File: src/rtl/wtm_pkg.sv
package wtm_pkg;

    typedef enum logic [2:0] {
        ST_IDLE  = 3'd0,
        ST_EVICT = 3'd1,
        ST_FILL  = 3'd2,
        ST_UPD   = 3'd3,
        ST_MEMWR = 3'd4,
        ST_RESP  = 3'd5
    } wtm_state_e;

    typedef enum logic [1:0] {
        MISS_FETCH    = 2'd0,
        MISS_AROUND   = 2'd1,
        MISS_VALIDATE = 2'd2,
        MISS_ALT      = 2'd3
    } wtm_miss_e;

endpackage

File: src/rtl/wtm_line_store.sv
module wtm_line_store #(
    parameter int LINES  = 8,
    parameter int WORDS  = 4,
    parameter int TAG_W  = 5,
    parameter int DATA_W = 32,
    localparam int IDX_W = $clog2(LINES),
    localparam int OFS_W = $clog2(WORDS)
) (
    input  logic              clk,
    input  logic              rst,
    input  logic [IDX_W-1:0]  rd_idx,
    input  logic [OFS_W-1:0]  rd_ofs,
    output logic [TAG_W-1:0]  rd_tag,
    output logic              rd_lv,
    output logic              rd_dirty,
    output logic [WORDS-1:0]  rd_wv,
    output logic [DATA_W-1:0] rd_data,
    input  logic              m_we,
    input  logic [TAG_W-1:0]  m_tag,
    input  logic              m_lv,
    input  logic              m_dirty,
    input  logic [WORDS-1:0]  m_wv,
    input  logic              d_we,
    input  logic [OFS_W-1:0]  d_ofs,
    input  logic [DATA_W-1:0] d_data
);

    logic [TAG_W-1:0]  tag_q   [LINES];
    logic              lv_q    [LINES];
    logic              dirty_q [LINES];
    logic [WORDS-1:0]  wv_q    [LINES];
    logic [DATA_W-1:0] data_q  [LINES][WORDS];

    for (genvar l = 0; l < LINES; l++) begin : g_line
        always_ff @(posedge clk) begin
            if (rst) begin
                lv_q[l]    <= 1'b0;
                dirty_q[l] <= 1'b0;
                wv_q[l]    <= '0;
            end else if (m_we && rd_idx == IDX_W'(l)) begin
                tag_q[l]   <= m_tag;
                lv_q[l]    <= m_lv;
                dirty_q[l] <= m_dirty;
                wv_q[l]    <= m_wv;
            end
        end
        for (genvar w = 0; w < WORDS; w++) begin : g_word
            always_ff @(posedge clk) begin
                if (d_we && rd_idx == IDX_W'(l) && d_ofs == OFS_W'(w))
                    data_q[l][w] <= d_data;
            end
        end
    end

    assign rd_tag   = tag_q[rd_idx];
    assign rd_lv    = lv_q[rd_idx];
    assign rd_dirty = dirty_q[rd_idx];
    assign rd_wv    = wv_q[rd_idx];
    assign rd_data  = data_q[rd_idx][rd_ofs];

endmodule

File: src/rtl/wtm_lookup.sv
module wtm_lookup #(
    parameter int WORDS = 4,
    parameter int TAG_W = 5,
    localparam int OFS_W = $clog2(WORDS)
) (
    input  logic [TAG_W-1:0] req_tag,
    input  logic [OFS_W-1:0] req_ofs,
    input  logic [TAG_W-1:0] line_tag,
    input  logic             line_lv,
    input  logic [WORDS-1:0] line_wv,
    output logic             tag_hit,
    output logic             word_hit
);

    assign tag_hit  = line_lv && (line_tag == req_tag);
    assign word_hit = tag_hit && line_wv[req_ofs];

endmodule

File: src/rtl/wt_miss_ctrl.sv
module wt_miss_ctrl
    import wtm_pkg::*;
#(
    parameter int ADDR_W = 10,
    parameter int DATA_W = 32,
    parameter int LINES  = 8,
    parameter int WORDS  = 4
) (
    input  logic              clk,
    input  logic              rst,
    input  logic              cfg_wb,
    input  logic [1:0]        cfg_miss,
    input  logic              cfg_wbh,
    input  logic              cpu_req,
    input  logic              cpu_we,
    input  logic [ADDR_W-1:0] cpu_addr,
    input  logic [DATA_W-1:0] cpu_wdata,
    output logic [DATA_W-1:0] cpu_rdata,
    output logic              cpu_ready,
    output logic              mem_req,
    output logic              mem_we,
    output logic [ADDR_W-1:0] mem_addr,
    output logic [DATA_W-1:0] mem_wdata,
    input  logic [DATA_W-1:0] mem_rdata,
    input  logic              mem_ack
);

    localparam int OFS_W = $clog2(WORDS);
    localparam int IDX_W = $clog2(LINES);
    localparam int TAG_W = ADDR_W - IDX_W - OFS_W;
    localparam logic [OFS_W-1:0] LAST_OFS = OFS_W'(WORDS - 1);

    wtm_state_e state, state_n;
    logic [OFS_W-1:0]  cnt, cnt_n;
    logic              op_we, op_wb;
    wtm_miss_e         op_miss;
    logic [TAG_W-1:0]  op_tag;
    logic [IDX_W-1:0]  op_idx;
    logic [OFS_W-1:0]  op_ofs;
    logic [DATA_W-1:0] op_wdata;

    logic [TAG_W-1:0] cpu_tag;
    logic [IDX_W-1:0] cpu_idx;
    logic [OFS_W-1:0] cpu_ofs;
    assign {cpu_tag, cpu_idx, cpu_ofs} = cpu_addr;

    logic             idle;
    logic [TAG_W-1:0] cur_tag;
    logic [IDX_W-1:0] cur_idx;
    logic [OFS_W-1:0] cur_ofs, rd_ofs;
    assign idle    = (state == ST_IDLE);
    assign cur_tag = idle ? cpu_tag : op_tag;
    assign cur_idx = idle ? cpu_idx : op_idx;
    assign cur_ofs = idle ? cpu_ofs : op_ofs;
    assign rd_ofs  = (state == ST_EVICT) ? cnt : cur_ofs;

    logic [TAG_W-1:0]  s_tag;
    logic              s_lv, s_dirty;
    logic [WORDS-1:0]  s_wv;
    logic [DATA_W-1:0] s_data;
    logic              m_we, m_lv, m_dirty, d_we;
    logic [TAG_W-1:0]  m_tag;
    logic [WORDS-1:0]  m_wv;
    logic [OFS_W-1:0]  d_ofs;
    logic [DATA_W-1:0] d_data;
    logic              tag_hit, word_hit;

    wtm_line_store #(
        .LINES(LINES), .WORDS(WORDS), .TAG_W(TAG_W), .DATA_W(DATA_W)
    ) u_store (
        .clk(clk), .rst(rst),
        .rd_idx(cur_idx), .rd_ofs(rd_ofs),
        .rd_tag(s_tag), .rd_lv(s_lv), .rd_dirty(s_dirty), .rd_wv(s_wv), .rd_data(s_data),
        .m_we(m_we), .m_tag(m_tag), .m_lv(m_lv), .m_dirty(m_dirty), .m_wv(m_wv),
        .d_we(d_we), .d_ofs(d_ofs), .d_data(d_data)
    );

    wtm_lookup #(.WORDS(WORDS), .TAG_W(TAG_W)) u_lookup (
        .req_tag(cur_tag), .req_ofs(cur_ofs),
        .line_tag(s_tag), .line_lv(s_lv), .line_wv(s_wv),
        .tag_hit(tag_hit), .word_hit(word_hit)
    );

    // Live mode decode, used only in ST_IDLE
    wtm_miss_e live_miss;
    logic      wbh_live, victim_dirty, cnt_last, evict_step;
    logic [WORDS-1:0] cpu_bit, op_bit, cnt_bit;
    assign live_miss    = wtm_miss_e'(cfg_miss);
    assign wbh_live     = cfg_wbh && !cfg_wb;
    assign victim_dirty = s_lv && s_dirty;
    assign cnt_last     = (cnt == LAST_OFS);
    assign evict_step   = !s_wv[cnt] || mem_ack;
    assign cpu_bit      = WORDS'(1) << cpu_ofs;
    assign op_bit       = WORDS'(1) << op_ofs;
    assign cnt_bit      = WORDS'(1) << cnt;

    // State and operation registers
    always_ff @(posedge clk) begin
        if (rst) begin
            state <= ST_IDLE;
            cnt   <= '0;
        end else begin
            state <= state_n;
            cnt   <= cnt_n;
        end
        if (idle && cpu_req) begin
            op_we    <= cpu_we;
            op_wb    <= cfg_wb;
            op_miss  <= live_miss;
            op_tag   <= cpu_tag;
            op_idx   <= cpu_idx;
            op_ofs   <= cpu_ofs;
            op_wdata <= cpu_wdata;
        end
    end

    // Next state
    always_comb begin
        state_n = state;
        cnt_n   = cnt;
        unique case (state)
            ST_IDLE: begin
                cnt_n = '0;
                if (cpu_req) begin
                    if (!cpu_we) begin
                        if (word_hit)          state_n = ST_IDLE;
                        else if (tag_hit)      state_n = ST_FILL;
                        else if (victim_dirty) state_n = ST_EVICT;
                        else                   state_n = ST_FILL;
                    end else if (tag_hit) begin
                        state_n = cfg_wb ? ST_IDLE : ST_MEMWR;
                    end else if (live_miss == MISS_AROUND) begin
                        state_n = ST_MEMWR;
                    end else if (victim_dirty) begin
                        state_n = ST_EVICT;
                    end else begin
                        state_n = (live_miss == MISS_VALIDATE) ? ST_UPD : ST_FILL;
                    end
                end
            end
            ST_EVICT: begin
                if (evict_step) begin
                    if (cnt_last) begin
                        cnt_n   = '0;
                        state_n = (op_we && op_miss == MISS_VALIDATE) ? ST_UPD : ST_FILL;
                    end else begin
                        cnt_n = cnt + 1'b1;
                    end
                end
            end
            ST_FILL: begin
                if (mem_ack) begin
                    if (cnt_last) begin
                        cnt_n   = '0;
                        state_n = op_we ? ST_UPD : ST_RESP;
                    end else begin
                        cnt_n = cnt + 1'b1;
                    end
                end
            end
            ST_UPD:   state_n = op_wb ? ST_RESP : ST_MEMWR;
            ST_MEMWR: if (mem_ack) state_n = ST_RESP;
            ST_RESP:  state_n = ST_IDLE;
            default:  state_n = ST_IDLE;
        endcase
    end

    // Outputs and storage commands
    always_comb begin
        cpu_ready = 1'b0;
        cpu_rdata = s_data;
        mem_req   = 1'b0;
        mem_we    = 1'b0;
        mem_addr  = '0;
        mem_wdata = '0;
        m_we      = 1'b0;
        m_tag     = s_tag;
        m_lv      = s_lv;
        m_dirty   = s_dirty;
        m_wv      = s_wv;
        d_we      = 1'b0;
        d_ofs     = cur_ofs;
        d_data    = op_wdata;
        unique case (state)
            ST_IDLE: begin
                if (cpu_req) begin
                    d_data = cpu_wdata;
                    if (!cpu_we) begin
                        cpu_ready = word_hit;
                        if (!tag_hit && !victim_dirty) begin
                            m_we = 1'b1; m_tag = cpu_tag; m_lv = 1'b1;
                            m_dirty = 1'b0; m_wv = '0;
                        end
                    end else begin
                        d_we = wbh_live;
                        if (tag_hit) begin
                            cpu_ready = cfg_wb;
                            d_we      = 1'b1;
                            m_we      = 1'b1;
                            m_dirty   = s_dirty || cfg_wb;
                            m_wv      = s_wv | cpu_bit;
                        end else if (live_miss == MISS_AROUND) begin
                            if (wbh_live) begin
                                m_we = 1'b1;
                                m_wv = s_wv & ~cpu_bit;
                            end
                        end else if (!victim_dirty) begin
                            m_we = 1'b1; m_tag = cpu_tag; m_lv = 1'b1;
                            m_dirty = 1'b0; m_wv = '0;
                        end
                    end
                end
            end
            ST_EVICT: begin
                mem_req   = s_wv[cnt];
                mem_we    = 1'b1;
                mem_addr  = {s_tag, op_idx, cnt};
                mem_wdata = s_data;
                if (evict_step && cnt_last) begin
                    m_we = 1'b1; m_tag = op_tag; m_lv = 1'b1;
                    m_dirty = 1'b0; m_wv = '0;
                end
            end
            ST_FILL: begin
                mem_req  = 1'b1;
                mem_addr = {op_tag, op_idx, cnt};
                if (mem_ack && !s_wv[cnt]) begin
                    d_we   = 1'b1;
                    d_ofs  = cnt;
                    d_data = mem_rdata;
                    m_we   = 1'b1;
                    m_wv   = s_wv | cnt_bit;
                end
            end
            ST_UPD: begin
                d_we    = 1'b1;
                m_we    = 1'b1;
                m_dirty = s_dirty || op_wb;
                m_wv    = s_wv | op_bit;
            end
            ST_MEMWR: begin
                mem_req   = 1'b1;
                mem_we    = 1'b1;
                mem_addr  = {op_tag, op_idx, op_ofs};
                mem_wdata = op_wdata;
            end
            ST_RESP:  cpu_ready = 1'b1;
            default: ;
        endcase
    end

endmodule

File: config.mk
export PLATFORM = sky130hd
export DESIGN_NAME = wt_miss_ctrl
export DESIGN_NICKNAME = d
export VERILOG_FILES = /design/src/rtl/wtm_pkg.sv /design/src/rtl/wtm_line_store.sv /design/src/rtl/wtm_lookup.sv /design/src/rtl/wt_miss_ctrl.sv
export SDC_FILE = /design/constraint.sdc
export NUM_CORES = 1
export LEC_CHECK = 0
export ABC_CLOCK_PERIOD_IN_PS = 8300
export CELL_PAD_IN_SITES_DETAIL_PLACEMENT = 1
export CELL_PAD_IN_SITES_GLOBAL_PLACEMENT = 2
export CORE_ASPECT_RATIO = 1.25
export CORE_MARGIN = 2
export CORE_UTILIZATION = 30
export CTS_CLUSTER_DIAMETER = 100
export DETAILED_ROUTE_END_ITERATION = 16
export PLACE_DENSITY = 0.64
export SETUP_SLACK_MARGIN = 0.15
export SYNTH_ARGS = -nofsm -noshare
export SYNTH_HDL_FRONTEND = slang
export SYNTH_SLANG_ARGS = --single-unit
export TNS_END_PERCENT = 10
File: constraint.sdc
create_clock -name clk -period 8.3 [get_ports clk]
set_input_delay 1.245 -clock clk [delete_from_list [all_inputs] [get_ports clk]]
set_output_delay 1.245 -clock clk [all_outputs]
set_load 0.05 [all_outputs]
==> summary.txt, run 1 <==
Layout
  • Antenna fix cells: 0
  • Count of filler cells inserted in the layout: 15960
  • Area used by sequential logic in the layout: 0.03487 sq mm
  • Final net count: 3518
  • Layout cell share with drive strength beyond 1: 13.04%
  • Signed area change from the synthesized netlist to the final layout: 19.81%
  • Area of combinational cells with multiple inputs: 0.01191 sq mm

Yosys
  • Distinct cell type count after synthesis: 64
  • Top cell type's share of synthesized area: 73.48%
  • List of most frequent post-synthesis cells: edfxtp_1 (1158), nand2_1 (343), o21ai_0 (273), clkbuf_1 (204), mux2i_1 (175)
  • Post-Syn Area: 0.04732 sq mm
  • Dominant cell type by area after synthesis: edfxtp_1
  • Part of the Yosys area used for sequential elements: 73.70%
  • Cell with the most instances after synthesis: edfxtp_1
  • Proportion of register bits with asynchronous set or reset after synthesis: 0%
  • Gate count of the mapped netlist: 3236
  • Top area cells in the synthesized netlist: edfxtp_1 (73%), mux2i_1 (3.7%), a221oi_1 (2.9%)
  • Post-synthesis sequential element count: 1163
  • Net count after synthesis: 3323
  • Number of synthesized flops with an enable pin: 1158
  • Dominant register cell in the synthesized netlist: edfxtp_1
  • Synth Warn #: 0
  • Average size of a mapped cell: 14.62 sq um

Placement
  • Post-detailed-placement half-perimeter wirelength: 93.29 mm
  • Worst slack at placement: 1.256 ns
  • Final GP Congestion: 0.7956
  • Port buffer count: 159

Clock tree
  • Clock latency on the worst-skew pair: 0.79 ns
  • Number of setup buffers added after CTS: 0
  • Hold buffers post-CTS: 0
  • Post-CTS sizing: 0
  • CTS tree: yes
  • Root Driver: clkbuf_16
  • Total CTS buffers: 130
  • Htree depth: 4
  • Count of clock tree sinks: 1163
  • Clock-pin slew reported for the worst setup and hold paths after clock tree synthesis: 0.07 ns
  • Bufs on Longest Clock Path: 3

GRT
  • Pin count of the biggest net entering global routing: 84
  • Number of global-route vias before repair: 32300
  • Total track usage: 20.79%
  • Global-route wire length before repair: 241.4 mm
  • Antenna violations before repair: 5
  • Overflow after GRT: 0

Worst hold path
  • Hold path startpoint: cnt[1]
  • Hold path cells: 2
  • Worst hold path endpoint: cnt[1]
  • Class of the tightest hold or removal check: reg -> reg

Critical path
  • Number of cells on the worst reg-to-reg path: 14
  • Slowest Stage Delay on Critical Path: 1.03 ns
  • Endpoint required time on the critical path: 7.05 ns
  • Path type of the worst setup path: reg -> out
  • R2R Path Start: state[2]
  • Data arrival time of the worst path: 5.97 ns
  • R2r setup slk: 2.15 ns
  • Cells traversed along the worst timing path: buf_4 > or3_1 > mux2i_4 > buf_4 > a221o_1 > o22ai_1 > nor2_1 > a31oi_1 > o21ai_0 > clkdlybuf4s50_1
  • Worst Path Buf+Inv: 3
  • Cell occurring most often along the worst timing path: buf_4
  • R2R Path End: u_store.data_q[4][106]
  • Crit path launch type: register
  • Critical Path Slowest Stage Cell: clkdlybuf4s50_1
  • Category of cells accounting for the largest share of critical-path delay: buffers and inverters
  • Top fanout value on the critical path: 39
  • Endpoint kind of the worst setup timing path: primary output

Drt
  • Wirelength per Cell: 30.57 microns
  • Average vias per placed instance: 5.598
  • Aggregate routed wire length: 170.5 mm
  • Total via count after detailed routing: 31230
  • Remaining number of nets flagged by the antenna check after routing: 0
  • DRC viols: 0
  • Number of DRC markers after the initial detailed-route iteration: 2947
  • First-pass DRT Iterations: 6

Die
  • Chip Width: 359.2 microns
  • I/O Pins: 160
  • Floorplan row count: 162
  • Initial core utilization: 30.28%
  • Core Area: 0.1563 sq mm
  • Floorplan die height: 448.0 microns
  • Area of the die: 0.1609 sq mm

Job
  • Maximum Capacitance Violations: 0

Power
  • Lkg Pwr: 0.01824 uW
  • Total power: 22050 uW
  • Worst vdd rail ir drop: 306.6 uV
  • Power density normalized to cell area: 388.9 mW/mm^2

Timing
  • Final period demand of the worst path: 7.217 ns
  • Summed negative setup slack over all endpoints: 0 ns
  • Slew margin rel.: 15.43%
  • # setup viols final: 0
  • Worst Skew: 0.03173 ns
  • Maximum clock frequency: 0.1386 GHz
  • Min setup slack post-route: 1.083 ns
  • Transition time of the tightest slew-check pin: 1.255 ns
  • Hold Violations, Final: 0
  • Fraction of the cycle the final worst path needs: 86.95%
  • Worst hold slack: 0.6479 ns
  • Setup repair after global routing missed its margin: no
  • Slew Limit Fails: 0

Outcome
  • Result of the run: completed
==> cells in the final DEF, fill, tap and decap left out, types with 10 or more instances in the layout <==
cell type / synthesis / layout
or3_1: 10 / 10
buf_4: 1 / 132
mux2i_1: 175 / 172
clkdlybuf4s50_1: 0 / 153
a221oi_1: 159 / 159
clkbuf_1: 204 / 18
o221ai_1: 21 / 21
nand2_1: 343 / 340
nor3_2: 1 / 35
nor3_1: 79 / 45
a22o_1: 39 / 39
o21ai_0: 273 / 272
a31oi_2: 0 / 29
a211oi_1: 23 / 22
a21oi_1: 148 / 147
clkinv_2: 0 / 16
a221o_1: 99 / 99
o22ai_1: 76 / 76
edfxtp_1: 1158 / 1158
and3_1: 23 / 23
clkbuf_16: 0 / 133
nand3_1: 35 / 35
a31oi_1: 70 / 38
clkinv_1: 0 / 36
nor2_1: 129 / 127
buf_12: 0 / 34
==> cells by family (layout without fill, tap and decap cells) <==
group	count (synthesis)	in the layout	synth area share (%)
adder cells (fa/ha/maj)	4	4	0.1058
flip-flops	1163	1163	73.70
XOR/XNOR	6	6	0.1111
multiplexers	183	183	3.945
AND/OR/NAND/NOR	660	660	6.036
buffers and inverters	267	559	2.311
AO/OA/AOI/OAI	953	953	13.79
==> power by group <==
part / internal, uW / switching, uW
clock: 3220 / 2430
sequential: 7600 / 153
combinational: 2440 / 6200
total: 13300 / 8790
==> how the worst max path moves through the flow <==
stage	cells past startpoint	slack, ns	start	endpoint
floorplan	12	1.99	cpu_addr[2]	u_store.data_q[2][32]
global placement	13	1.34	cpu_addr[2]	mem_wdata[6]
detailed placement	13	1.26	cpu_addr[2]	mem_wdata[6]
CTS	10	1.17	state[2]	cpu_rdata[26]
global route	11	0.93	state[2]	cpu_ready
finish	10	1.08	state[2]	cpu_rdata[26]
==> registers in the layout, indices dropped and copies added (netlist names) <==
name / count
u_store.wv_q: 32
u_store.data_q: 1024
op_wdata: 32
op_miss: 2
op_tag: 5
state: 3
op_ofs: 2
u_store.dirty_q: 8
u_store.tag_q: 40
u_store.lv_q: 8
op_we: 1
cnt: 2
op_wb: 1
op_idx: 3
==> routing by layer <==
layer  part of all wire [%]  GRT usage [%]  wire length (microns)
met5                  0.011              0                     18
met4                    2.4          5.914                   4120
met1                     42          26.56                  71720
met3                    6.3          3.893                  10690
met2                     49          35.97                  83960
==> metrics by stage <==
stage                     instance area [sq um]  instances  utilization (%)
after floorplan                           47320       3236                -
after global placement                    52590       5349            33.65
after detailed placement                  52590       5349            33.65
after CTS                                 56690       5578            36.28
after global routing                      56690       5578            36.28
final                                     56690       5578            36.28
==> cell type report <==
type | count | share of cell area [%]
Timing Repair Buffer | 320 | 5.659
Inverter | 10 | 0.06621
Sequential cell | 1163 | 61.51
Clock inverter | 78 | 1.245
Clock buffer | 151 | 5.990
Tap cell | 2050 | 4.524
Multi-Input combinational cell | 1806 | 21.00
==> tightest hold or removal path, cell delays in order (launching register included) <==
cell and delay (ns):
dfxtp_1 0.44, nand2_1 0.11, a21oi_1 0.05
(Power assumes the default switching activity.)
==> inputs of run 2 (changes only) <==
- DONT_BUFFER_PORTS: default -> 1
- PLACE_DENSITY: 0.64 -> 0.62
- SETUP_SLACK_MARGIN: 0.15 -> 0.3
==> summary.txt, run 2 (same netlist as run 1, synthesis figures left out) <==
Clock tree
  • Clock-pin slew reported for the worst setup and hold paths after clock tree synthesis: 0.07 ns (about the same)
  • Bufs on Longest Clock Path: 3 (unchanged)
  • Post-CTS sizing: 0 (unchanged)
  • Count of clock tree sinks: 1163 (unchanged)
  • Root Driver: clkbuf_16
  • Htree depth: 3 (-1)
  • Hold buffers post-CTS: 0 (unchanged)
  • Total CTS buffers: 116 (-11%)
  • CTS tree: yes
  • Clock latency on the worst-skew pair: 0.78 ns (about the same)
  • Number of setup buffers added after CTS: 0 (unchanged)

Layout
  • Layout cell share with drive strength beyond 1: 13.87% (+0.83 points)
  • Post-Layout Cell Count: 5417 (-2.9%)
  • Count of filler cells inserted in the layout: 16060 (+0.58%)
  • Signed area change from the synthesized netlist to the final layout: 15.94%
  • Commonest non-fill, non-tap cell in the layout: edfxtp_1
  • Area used by sequential logic in the layout: 0.03487 sq mm (unchanged)
  • Top library cells by usage in the layout, fill and taps aside: edfxtp_1 (1158), nand2_1 (340), o21ai_0 (240), mux2i_1 (172), a221oi_1 (159)
  • Flip-flop count of the largest register, all copies and words added: 1024 (unchanged)
  • Area of combinational cells with multiple inputs: 0.01206 sq mm (+1.3%)
  • Final net count: 3355 (-4.6%)
  • Largest regs: u_store.data_q x1024, u_store.tag_q x40
  • Post-route cell area: 0.05486 sq mm (-3.2%)
  • Most flop-heavy register: u_store.data_q

Timing
  • Worst Skew: 0.08571 ns (+0.05398 ns)
  • # setup viols final: 0 (unchanged)
  • Worst hold slack: 0.5578 ns (-0.09004 ns)
  • Maximum clock frequency: 0.1487 GHz (+7.3%)
  • Setup repair after global routing missed its margin: no
  • Summed negative setup slack over all endpoints: 0 ns (unchanged)
  • Min setup slack post-route: 1.574 ns (+0.4907 ns)
  • Slew margin rel.: 13.55% (-1.9 points)
  • Transition time of the tightest slew-check pin: 1.270 ns (+0.01438 ns)
  • Slew Limit Fails: 0 (unchanged)
  • Fraction of the cycle the final worst path needs: 81.04% (-5.9 points)
  • Final period demand of the worst path: 6.726 ns (-0.4907 ns)
  • Hold Violations, Final: 0 (unchanged)

Critical path
  • Crit path launch type: register
  • Endpoint kind of the worst setup timing path: primary output
  • Cells traversed along the worst timing path: buf_4 > or4b_1 > and2_4 > buf_4 > mux2i_1 > o21ai_0 > o21ai_0 > o21ai_0 > nand2_1 > o21ai_2 > a22o_1
  • Category of cells accounting for the largest share of critical-path delay: compound AO/OA/AOI/OAI gates
  • Slowest Stage Delay on Critical Path: 0.70 ns (-0.33 ns)
  • Cell occurring most often along the worst timing path: o21ai_0
  • Endpoint required time on the critical path: 7.05 ns (about the same)
  • Critical Path Slowest Stage Cell: o21ai_0
  • Worst Path Buf+Inv: 2 (-1)
  • Data arrival time of the worst path: 5.48 ns (-0.49 ns)
  • Top fanout value on the critical path: 52 (+33%)
  • Path type of the worst setup path: reg -> out

Placement
  • Post-detailed-placement cell area: 0.05098 sq mm (-3.1%)
  • Worst slack at placement: 2.104 ns (+0.8480 ns)
  • Final GP Congestion: 0.8066 (+1.4%)
  • Port buffer count: 0 (-100%)
  • Total instance count after detailed placement: 5200 (-2.8%)
  • Post-detailed-placement half-perimeter wirelength: 101.0 mm (+8.3%)

Die
  • Core Area: 0.1563 sq mm (unchanged)
  • Area of the die: 0.1609 sq mm (unchanged)
  • Floorplan row count: 162 (unchanged)
  • Floorplan die height: 448.0 microns (unchanged)
  • Initial core utilization: 30.28% (unchanged)
  • I/O Pins: 160 (unchanged)
  • Chip Width: 359.2 microns (unchanged)

Drt
  • First-pass DRT Iterations: 7 (+1)
  • DRC viols: 0 (unchanged)
  • Number of DRC markers after the initial detailed-route iteration: 3145 (+6.7%)
  • Total via count after detailed routing: 30320 (-2.9%)
  • Wirelength per Cell: 31.31 microns (+2.4%)
  • Average vias per placed instance: 5.598 (about the same)
  • Remaining number of nets flagged by the antenna check after routing: 0 (unchanged)
  • Aggregate routed wire length: 169.6 mm (-0.53%)

GRT
  • Total track usage: 20.68% (-0.12 points)
  • Global-route wire length before repair: 240.3 mm (-0.45%)
  • Number of global-route vias before repair: 30930 (-4.2%)
  • Antenna violations before repair: 8 (+3)
  • Pin count of the biggest net entering global routing: 101 (+20%)
  • Overflow after GRT: 0 (unchanged)

Job
  • Maximum Capacitance Violations: 0 (unchanged)

Outcome
  • Result of the run: completed

Power
  • Worst vdd rail ir drop: 193.9 uV (-37%)
  • Lkg Pwr: 0.01754 uW (-3.8%)
  • Power density normalized to cell area: 395.7 mW/mm^2 (+1.7%)

Worst hold path
  • Class of the tightest hold or removal check: in -> reg
[run 2: cell count changes in the layout (fill, tap and decap cells not counted), moves of 5 or more]
cell	before	now
bufinv_16	9	14
clkdlybuf4s50_1	153	0
buf_4	132	158
clkinv_2	16	22
clkbuf_16	133	118
o21ai_1	3	30
diode_2	0	8
buf_12	34	13
a31oi_2	29	14
inv_6	1	8
o21ai_0	272	240
o21ai_2	2	7
clkinv_1	36	18
a31oi_4	3	18
[run 2: final cells by class]
class | instances | share of cell area [%]
antenna | 8 | 0.03649
clock buffer | 137 | 5.512
clock inverter | 72 | 1.526
inverter | 10 | 0.06842
multi-input combinational | 1806 | 21.98
sequential | 1163 | 63.57
tap | 2050 | 4.675
timing repair buffer | 171 | 2.636
[run 2: worst paths after layout]
check        cells past startpoint  slack (ns)               endpoint           from
min reg2reg                      2        0.66               state[1]          op_we
min                              0        0.56           op_wdata[24]  cpu_wdata[24]
max reg2reg                     12        2.29  u_store.data_q[0][48]       state[2]
max                             11        1.57           mem_wdata[3]       state[1]
[run 2: worst register-to-register path, delay by kind of cell (launching register included)]
family	cells	cell delay, ns
and+or+nand+nor	4	2.06
AOI/OAI and AO/OA	4	1.28
muxes	1	0.97
buffers and inverters	2	0.78
DFF	1	0.31
xor gates and xnor gates	1	0.20
[run 2: through the flow]
stage / util (%) / total power, uW
6_report: 35.11 / 21710
5_1_grt: 35.09 / 22530
4_1_cts: 35.09 / 21850
3_5_place_dp: 32.62 / 16440
3_3_place_gp: 32.62 / 16360
2_1_floorplan: - / 12650
[run 2: layer usage]
layer / share of wire [%] / routed length, microns / global-route usage, % / vias up
li1: - / - / - / 12970
met1: 42 / 71590 / 27.35 / 16130
met2: 49 / 82780 / 35.12 / 1023
met3: 6.8 / 11570 / 3.484 / 199
met4: 2.2 / 3664 / 5.499 / 0
met5: 0 / 0 / 0 / -
[run 2: power by group]
part	switching, uW	leakage (uW)	total, uW	internal (uW)
Sequential	159	0.0105	7780	7620
Combinational	6450	0.00515	8520	2070
Clock	2360	0.00188	5410	3050
Total	8970	0.0175	21700	12700
